**config.mk**
```make
export PLATFORM = sky130hd
export DESIGN_NAME = tbucket_stream_mgr
export DESIGN_NICKNAME = d
export VERILOG_FILES = /design/src/rtl/tbucket_pkg.sv /design/src/rtl/tbucket_hit_buffer.sv /design/src/rtl/tbucket_marker_fifo.sv /design/src/rtl/tbucket_busy_hyst.sv /design/src/rtl/tbucket_stream_mgr.sv
export SDC_FILE = /design/constraint.sdc
export NUM_CORES = 1
export LEC_CHECK = 0
export ABC_AREA = 1
export BUFFER_PORTS_ARGS = -buffer_cell sky130_fd_sc_hd__buf_2
export CAP_MARGIN = 15
export CORE_ASPECT_RATIO = 0.6
export CORE_UTILIZATION = 45
export CTS_CLUSTER_DIAMETER = 120
export CTS_CLUSTER_SIZE = 28
export DETAILED_ROUTE_END_ITERATION = 10
export GPL_ROUTABILITY_DRIVEN = 1
export GPL_TIMING_DRIVEN = 0
export PLACE_DENSITY = 0.67
export SYNTH_ARGS = -nofsm -noshare
export SYNTH_HDL_FRONTEND = slang
export SYNTH_SLANG_ARGS = --single-unit
```
**constraint.sdc**
```tcl
create_clock -name clk -period 3.95 [get_ports clk]
set_input_delay 0.1975 -clock clk [delete_from_list [all_inputs] [get_ports clk]]
set_output_delay 0.1975 -clock clk [all_outputs]
set_load 0.05 [all_outputs]
```
**src/rtl/tbucket_pkg.sv**
```systemverilog
package tbucket_pkg;
  localparam int TS_W   = 16;
  localparam int CNT_FW = 8;
  localparam int MARK_W = TS_W + CNT_FW + 2;

  typedef struct packed {
    logic              drop;
    logic              empty;
    logic [CNT_FW-1:0] count;
    logic [TS_W-1:0]   ts;
  } marker_t;
endpackage

```
**src/rtl/tbucket_hit_buffer.sv**
```systemverilog
module tbucket_hit_buffer #(
  parameter int DATA_W = 32,
  parameter int DEPTH  = 16,
  localparam int AW    = $clog2(DEPTH)
) (
  input  logic              clk,
  input  logic              rst_n,
  input  logic              push,
  input  logic [DATA_W-1:0] push_data,
  input  logic              commit,
  input  logic              rollback,
  input  logic              pop,
  output logic [DATA_W-1:0] rd_data,
  output logic [AW:0]       fill,
  output logic              full
);
  logic [DATA_W-1:0] mem [DEPTH];
  logic [AW:0] wr_q, wr_d, cm_q, cm_d, rd_q, rd_d;

  always_comb begin
    wr_d = rollback ? cm_q : wr_q + {{AW{1'b0}}, push};
    cm_d = commit ? wr_d : cm_q;
    rd_d = rd_q + {{AW{1'b0}}, pop};
  end

  always_ff @(posedge clk or negedge rst_n) begin
    if (!rst_n) begin
      wr_q <= '0;
      cm_q <= '0;
      rd_q <= '0;
    end else begin
      wr_q <= wr_d;
      cm_q <= cm_d;
      rd_q <= rd_d;
    end
  end

  always_ff @(posedge clk) begin
    if (push) mem[wr_q[AW-1:0]] <= push_data;
  end

  assign rd_data = mem[rd_q[AW-1:0]];
  assign fill    = wr_q - rd_q;
  assign full    = (fill == (AW+1)'(DEPTH));


  pop_committed_chk: assert property (@(posedge clk) disable iff (!rst_n)
    pop |-> (rd_q != cm_q));

  fill_bound_chk: assert property (@(posedge clk) disable iff (!rst_n)
    fill <= (AW+1)'(DEPTH));
endmodule

```
**src/rtl/tbucket_marker_fifo.sv**
```systemverilog
module tbucket_marker_fifo #(
  parameter int W     = 26,
  parameter int DEPTH = 4,
  localparam int AW   = (DEPTH > 1) ? $clog2(DEPTH) : 1
) (
  input  logic         clk,
  input  logic         rst_n,
  input  logic         push,
  input  logic [W-1:0] din,
  input  logic         pop,
  output logic [W-1:0] dout,
  output logic         full,
  output logic         empty
);
  logic [W-1:0] mem [DEPTH];
  logic [AW-1:0] wp_q, wp_d, rp_q, rp_d;
  logic [AW:0]   cnt_q, cnt_d;

  function automatic logic [AW-1:0] inc(input logic [AW-1:0] p);
    return (p == AW'(DEPTH-1)) ? '0 : p + 1'b1;
  endfunction

  always_comb begin
    wp_d  = push ? inc(wp_q) : wp_q;
    rp_d  = pop  ? inc(rp_q) : rp_q;
    cnt_d = cnt_q + {{AW{1'b0}}, push} - {{AW{1'b0}}, pop};
  end

  always_ff @(posedge clk or negedge rst_n) begin
    if (!rst_n) begin
      wp_q  <= '0;
      rp_q  <= '0;
      cnt_q <= '0;
    end else begin
      wp_q  <= wp_d;
      rp_q  <= rp_d;
      cnt_q <= cnt_d;
    end
  end

  always_ff @(posedge clk) begin
    if (push) mem[wp_q] <= din;
  end

  assign dout  = mem[rp_q];
  assign full  = (cnt_q == (AW+1)'(DEPTH));
  assign empty = (cnt_q == '0);


  mq_pop_chk: assert property (@(posedge clk) disable iff (!rst_n)
    pop |-> !empty);

  mq_push_chk: assert property (@(posedge clk) disable iff (!rst_n)
    push |-> !full);
endmodule

```
**src/rtl/tbucket_busy_hyst.sv**
```systemverilog
module tbucket_busy_hyst #(
  parameter int FW = 5
) (
  input  logic          clk,
  input  logic          rst_n,
  input  logic          en,
  input  logic [FW-1:0] fill,
  input  logic [FW-1:0] hi,
  input  logic [FW-1:0] lo,
  output logic          busy
);
  logic busy_q, busy_d;

  always_comb begin
    busy_d = busy_q;
    if (!en)             busy_d = 1'b0;
    else if (fill >= hi) busy_d = 1'b1;
    else if (fill <= lo) busy_d = 1'b0;
  end

  always_ff @(posedge clk or negedge rst_n) begin
    if (!rst_n) busy_q <= 1'b0;
    else        busy_q <= busy_d;
  end

  assign busy = busy_q;


  busy_rise_chk: assert property (@(posedge clk) disable iff (!rst_n)
    $rose(busy_q) |-> ($past(fill) >= $past(hi)));

  busy_fall_chk: assert property (@(posedge clk) disable iff (!rst_n)
    $fell(busy_q) |-> (!$past(en) || ($past(fill) <= $past(lo))));

  busy_off_chk: assert property (@(posedge clk) disable iff (!rst_n)
    !$past(en) |-> !busy_q);
endmodule

```
**src/rtl/tbucket_stream_mgr.sv**
```systemverilog
module tbucket_stream_mgr
  import tbucket_pkg::*;
#(
  parameter int DATA_W     = 32,
  parameter int DEPTH      = 16,
  parameter int MQ_DEPTH   = 4,
  parameter int BUCKET_CYC = 12500,
  parameter int DROP_W     = 16,
  localparam int AW        = $clog2(DEPTH),
  localparam int TW        = $clog2(BUCKET_CYC)
) (
  input  logic              clk,
  input  logic              rst_n,
  input  logic              cfg_drop_en,
  input  logic              cfg_pause_en,
  input  logic [AW:0]       cfg_busy_hi,
  input  logic [AW:0]       cfg_busy_lo,
  input  logic              fc_pause,
  input  logic              fc_time_zero,
  input  logic              hit_valid,
  input  logic [DATA_W-1:0] hit_data,
  output logic              out_valid,
  input  logic              out_ready,
  output logic              out_marker,
  output logic [DATA_W-1:0] out_data,
  output logic              busy,
  output logic [DROP_W-1:0] drop_count
);
  // reset: asserted asynchronously, released on the clock
  logic [1:0] rs_q;
  logic       rst_i;
  always_ff @(posedge clk or negedge rst_n) begin
    if (!rst_n) rs_q <= 2'b00;
    else        rs_q <= {rs_q[0], 1'b1};
  end
  assign rst_i = rs_q[1];

  logic [TW-1:0]     tick_q, tick_d;
  logic [TS_W-1:0]   ts_q, ts_d;
  logic [CNT_FW-1:0] bcnt_q, bcnt_d, cnt_eff, sent_q, sent_d;
  logic              bovf_q, bovf_d, ovf_eff;
  logic [DROP_W-1:0] drop_q, drop_d;
  logic              close, hit_ok, drop_inc, commit, rollback;
  logic              buf_full, buf_pop, mq_push, mq_pop, mq_full, mq_empty;
  logic [AW:0]       buf_fill;
  logic [DATA_W-1:0] buf_rd;
  logic [MARK_W-1:0] mq_dout;
  marker_t           mk, head;
  logic              paused, hit_phase, fire;

  assign close   = (tick_q == TW'(BUCKET_CYC-1));
  assign hit_ok  = hit_valid & ~buf_full;
  assign ovf_eff = bovf_q | (hit_valid & buf_full);
  assign cnt_eff = bcnt_q + {{(CNT_FW-1){1'b0}}, hit_ok};

  always_comb begin
    tick_d   = close ? '0 : tick_q + 1'b1;
    ts_d     = ts_q;
    bcnt_d   = cnt_eff;
    bovf_d   = ovf_eff;
    commit   = 1'b0;
    rollback = 1'b0;
    mq_push  = 1'b0;
    drop_inc = 1'b0;
    mk       = '0;
    if (fc_time_zero) begin
      tick_d   = '0;
      ts_d     = '0;
      bcnt_d   = '0;
      bovf_d   = 1'b0;
      rollback = 1'b1;
    end else if (close) begin
      ts_d   = ts_q + 1'b1;
      bcnt_d = '0;
      bovf_d = 1'b0;
      mk.ts  = ts_q;
      if (mq_full) begin
        rollback = 1'b1;
        drop_inc = 1'b1;
      end else if (ovf_eff && cfg_drop_en) begin
        rollback = 1'b1;
        drop_inc = 1'b1;
        mq_push  = 1'b1;
        mk.drop  = 1'b1;
      end else begin
        commit   = 1'b1;
        mq_push  = 1'b1;
        mk.drop  = ovf_eff;
        mk.empty = (cnt_eff == '0);
        mk.count = cnt_eff;
      end
    end
    drop_d = (drop_inc && (drop_q != '1)) ? drop_q + 1'b1 : drop_q;
  end

  // output sequencer: head marker's hits first, then the marker itself
  assign head       = marker_t'(mq_dout);
  assign paused     = cfg_pause_en & fc_pause;
  assign hit_phase  = (sent_q != head.count);
  assign out_valid  = ~mq_empty & ~paused;
  assign out_marker = ~hit_phase;
  assign out_data   = hit_phase ? buf_rd : {{(DATA_W-MARK_W){1'b0}}, mq_dout};
  assign fire       = out_valid & out_ready;
  assign buf_pop    = fire & hit_phase;
  assign mq_pop     = fire & ~hit_phase;
  assign sent_d     = mq_pop ? '0 : sent_q + {{(CNT_FW-1){1'b0}}, buf_pop};

  always_ff @(posedge clk or negedge rst_i) begin
    if (!rst_i) begin
      tick_q <= '0;
      ts_q   <= '0;
      bcnt_q <= '0;
      bovf_q <= 1'b0;
      drop_q <= '0;
      sent_q <= '0;
    end else begin
      tick_q <= tick_d;
      ts_q   <= ts_d;
      bcnt_q <= bcnt_d;
      bovf_q <= bovf_d;
      drop_q <= drop_d;
      sent_q <= sent_d;
    end
  end

  assign drop_count = drop_q;

  tbucket_hit_buffer #(.DATA_W(DATA_W), .DEPTH(DEPTH)) u_buf (
    .clk(clk), .rst_n(rst_i), .push(hit_ok), .push_data(hit_data),
    .commit(commit), .rollback(rollback), .pop(buf_pop),
    .rd_data(buf_rd), .fill(buf_fill), .full(buf_full));

  tbucket_marker_fifo #(.W(MARK_W), .DEPTH(MQ_DEPTH)) u_mq (
    .clk(clk), .rst_n(rst_i), .push(mq_push), .din(mk), .pop(mq_pop),
    .dout(mq_dout), .full(mq_full), .empty(mq_empty));

  tbucket_busy_hyst #(.FW(AW+1)) u_busy (
    .clk(clk), .rst_n(rst_i), .en(cfg_pause_en), .fill(buf_fill),
    .hi(cfg_busy_hi), .lo(cfg_busy_lo), .busy(busy));


  drop_step_chk: assert property (@(posedge clk) disable iff (!rst_i)
    (drop_q != $past(drop_q)) |-> (drop_q == $past(drop_q) + 1'b1));

  hold_word_chk: assert property (@(posedge clk) disable iff (!rst_i)
    (out_valid && !out_ready) |=> ($stable(sent_q) || !out_valid));

  tz_restart_chk: assert property (@(posedge clk) disable iff (!rst_i)
    $past(fc_time_zero) |-> (ts_q == '0 && bcnt_q == '0));
endmodule

```
==> flow_summary.ini <==
[run_status]
status = finished, final reports clean

[synth]
synthMuxAreaShare = 0
syn-cell-area_um2 = 29000
synth_xor_xnor_area_share = 0.0127
avgSynthCellArea_um2 = 12.3
synth_nets = 2451
synth.area.top_cells = edfxtp_1 64%, dfrtp_1 7.6%, o21ai_0 4.8%
synth_fa_ha_area_frac = 0.0152
synth_edf_count = 616
synth-main-ff-cell = edfxtp_1
ys_seq_area_frac = 0.713
synthSimpleGateAreaFrac = 0.115
synth_top_family_by_area = simple AND/OR/NAND/NOR gates
synthCells = 2367
yosysUniqueCellTypes = 51
ys_warn_count = 0
synth_compound_area_frac = 0.109
synth_top_area_cell = edfxtp_1
synth_top_area_frac = 0.637
synthArstFlopShare = 0.125
ys_ff_latch = 704

[layout]
layout.nets = 2640
layout_common_cells = 616 x edfxtp_1, 316 x nor2_1, 282 x nand2_1
syn2layout_area_growth_pct = 12.0
fillers = 5284
drive_gt1_frac = 0.104
final_common_cell = edfxtp_1

[floorplanning]
die_w_um = 330
die_h_um = 199
design.core.area_um2 = 63300
die_area_um2 = 65600
ios = 101
num_rows = 71
start_util = 0.459

[worst_hold_path]
hold_class = input pin to flip-flop
hold_depth = 5

[sta]
finalSetupViolations = 0
clock_skew_ps = 30.9
max_freq_mhz = 257
slew_violations = 0
tns_ps = 0
fin_crit_ps = 3890
hold_viol = 0
worst_pin_slew_ps = 986
fin_crit_sh = 0.984
slew_headroom = 0.343

[route]
vias = 20479
drt_iter0_drc = 3188
ant_nets = 0
drt_pass1_iterations = 6
avgRoutedWirePerCell_um = 24.7
viasPerCell = 5.99
drc = 0
drt_wl_total_um = 84300

[setup_path]
startpoint_type = flip-flop
worst-endpoint-arrival_ps = 3690
cp.required_ps = 3750
path_buf_inv = 4
path_depth = 8
critPathSlowestCell = clkbuf_1
crit_type = flip-flop to primary output
cp_top_family = buffers and inverters
cp-end-kind = primary output
ff2ff_path_depth = 12
slowest_delay_ps = 740
crit_fanout = 10
path_cells = clkinvlp_4, buf_4, nor2_1, clkbuf_1, nand2_1, nand4_1, o21a_1, buf_2

[pwr]
peakVddDrop_v = 0.000336
p_switching_mw = 9.15
leakagePower_nw = 11.1
total_power_mw = 21.1
clockPowerShare = 0.174
p_int_mw = 12.0
seqPwrFrac = 0.401
sw_frac_of_total = 0.434
power.density_nw_per_um2 = 649
combPwrFrac = 0.425

[global_route]
grt_pass1_vias = 19022
grtUsageTotal = 0.255
grt_pass1_wl_um = 122000
grt_overflow = 0
grt_max_degree = 63
antenna_found_initial = 3

[clock_network]
cts_tree = done
clk_pin_slew_worst_paths_ps = 110
htreeDepth = 1
cts_buffers = 29
cts_buffer_depth = 3
cts_root_buffer = clkbuf_16
clk-insertion-delay-late_ps = 620
cts.sink_count = 704

[job]
cap_violations = 0

[placed_design]
portBuffers = 100
gp_congestion = 0.906
hpwl_um = 58700
final timing paths:
path | start | slack (ps) | endpoint
max | u_buf.rd_q[3] | 60 | out_data[13]
min | hit_valid | 3 | bovf_q
max reg2reg | u_buf.rd_q[2] | 110 | u_buf.mem[7][25]
min reg2reg | rs_q[1] | 260 | drop_count[15]
max in group asynchronous | rs_q[1] | 3000 | bcnt_q[4]
min in group asynchronous | rs_q[1] | 260 | drop_count[15]
cell type report:
class                      count  area [um2]  area share
tap                          839        1050      0.0323
inverter                     124         479      0.0147
timing repair buffer         159        1250      0.0384
clock inverter                 1        30.0    0.000924
sequential                   704       20700       0.637
clock buffer                  52         812      0.0250
antenna                        1        2.50   0.0000770
buffer                       127         627      0.0193
multi-input combinational   1411        7560       0.232
cell usage after synthesis (36+ instances only):
master,number
clkbuf_1,99
nor2_1,337
o221ai_1,43
o22ai_1,80
a21oi_1,57
xor2_1,36
inv_1,114
nand3_1,87
edfxtp_1,616
dfrtp_1,88
o21ai_0,279
nand2_1,283
worst min-delay path, cell delays in order:
cell and delay [ps]:
buf_2 110, nand4_1 100, nand2_1 70, inv_1 70, nor2_1 40
per-layer routing:
layer | GRT usage | routed length, um
met5 | 0 | 0
met4 | 0.0429 | 1320
met3 | 0.0785 | 12100
met2 | 0.361 | 35500
met1 | 0.387 | 35400
per-stage QoR:
step / instances / util / hold slack, ps / worst slack, ps / cell area [um2]
after floorplan: 2367 / - / -98.1 / -20.3 / 29000
after global placement: 3306 / 0.484 / -16.9 / -2990 / 30600
after detailed placement: 3323 / 0.492 / -16.1 / -1270 / 31100
after CTS: 3410 / 0.512 / 4.45 / 0.746 / 32400
after global routing: 3418 / 0.514 / 13.4 / -0.909 / 32500
final: 3418 / 0.514 / 3.31 / 64.1 / 32500
kinds of logic (layout without fill, tap and decap cells):
logic type      Yosys count  count (layout)
xor+xnor                 42              42
compound gates          539             539
buf+inv                 252             463
other cells               1               2
simple gates            795             795
flops                   704             704
fa+ha+maj                34              34
sequential cells by signal, summed over array words and instances, names as in the netlist, 2 cells and up:
signal      cells
bcnt_q          8
drop_count     16
rs_q            2
sent_q          8
tick_q         14
ts_q           16
u_buf.cm_q      5
u_buf.mem     512
u_buf.rd_q      5
u_buf.wr_q      5
u_mq.cnt_q      3
u_mq.mem      104
u_mq.rp_q       2
u_mq.wp_q       2
power groups by stage:
stage / Sequential [mW] / Clock (mW) / Combinational (mW)
6_report: 8.46 / 3.68 / 8.97
5_1_grt: 8.48 / 3.93 / 9.43
4_1_cts: 8.45 / 3.68 / 8.59
2_1_floorplan: 8.57 / 0 / 5.17
3_3_place_gp: 8.62 / 0 / 8.23
3_5_place_dp: 8.60 / 0 / 8.47
what timing repair did:
| action | in CTS | in global routing |
|---|---|---|
| buffers inserted | 1 | 7 |
| endpoints found under the setup margin | 598 | 322 |
| pin swaps | 4 | 6 |
| hold buffers | 34 | 0 |
| gates resized for setup | 32 | 57 |
| endpoints found under the hold margin | 456 | 0 |
No activity file was read; power rests on OpenSTA's default activity.
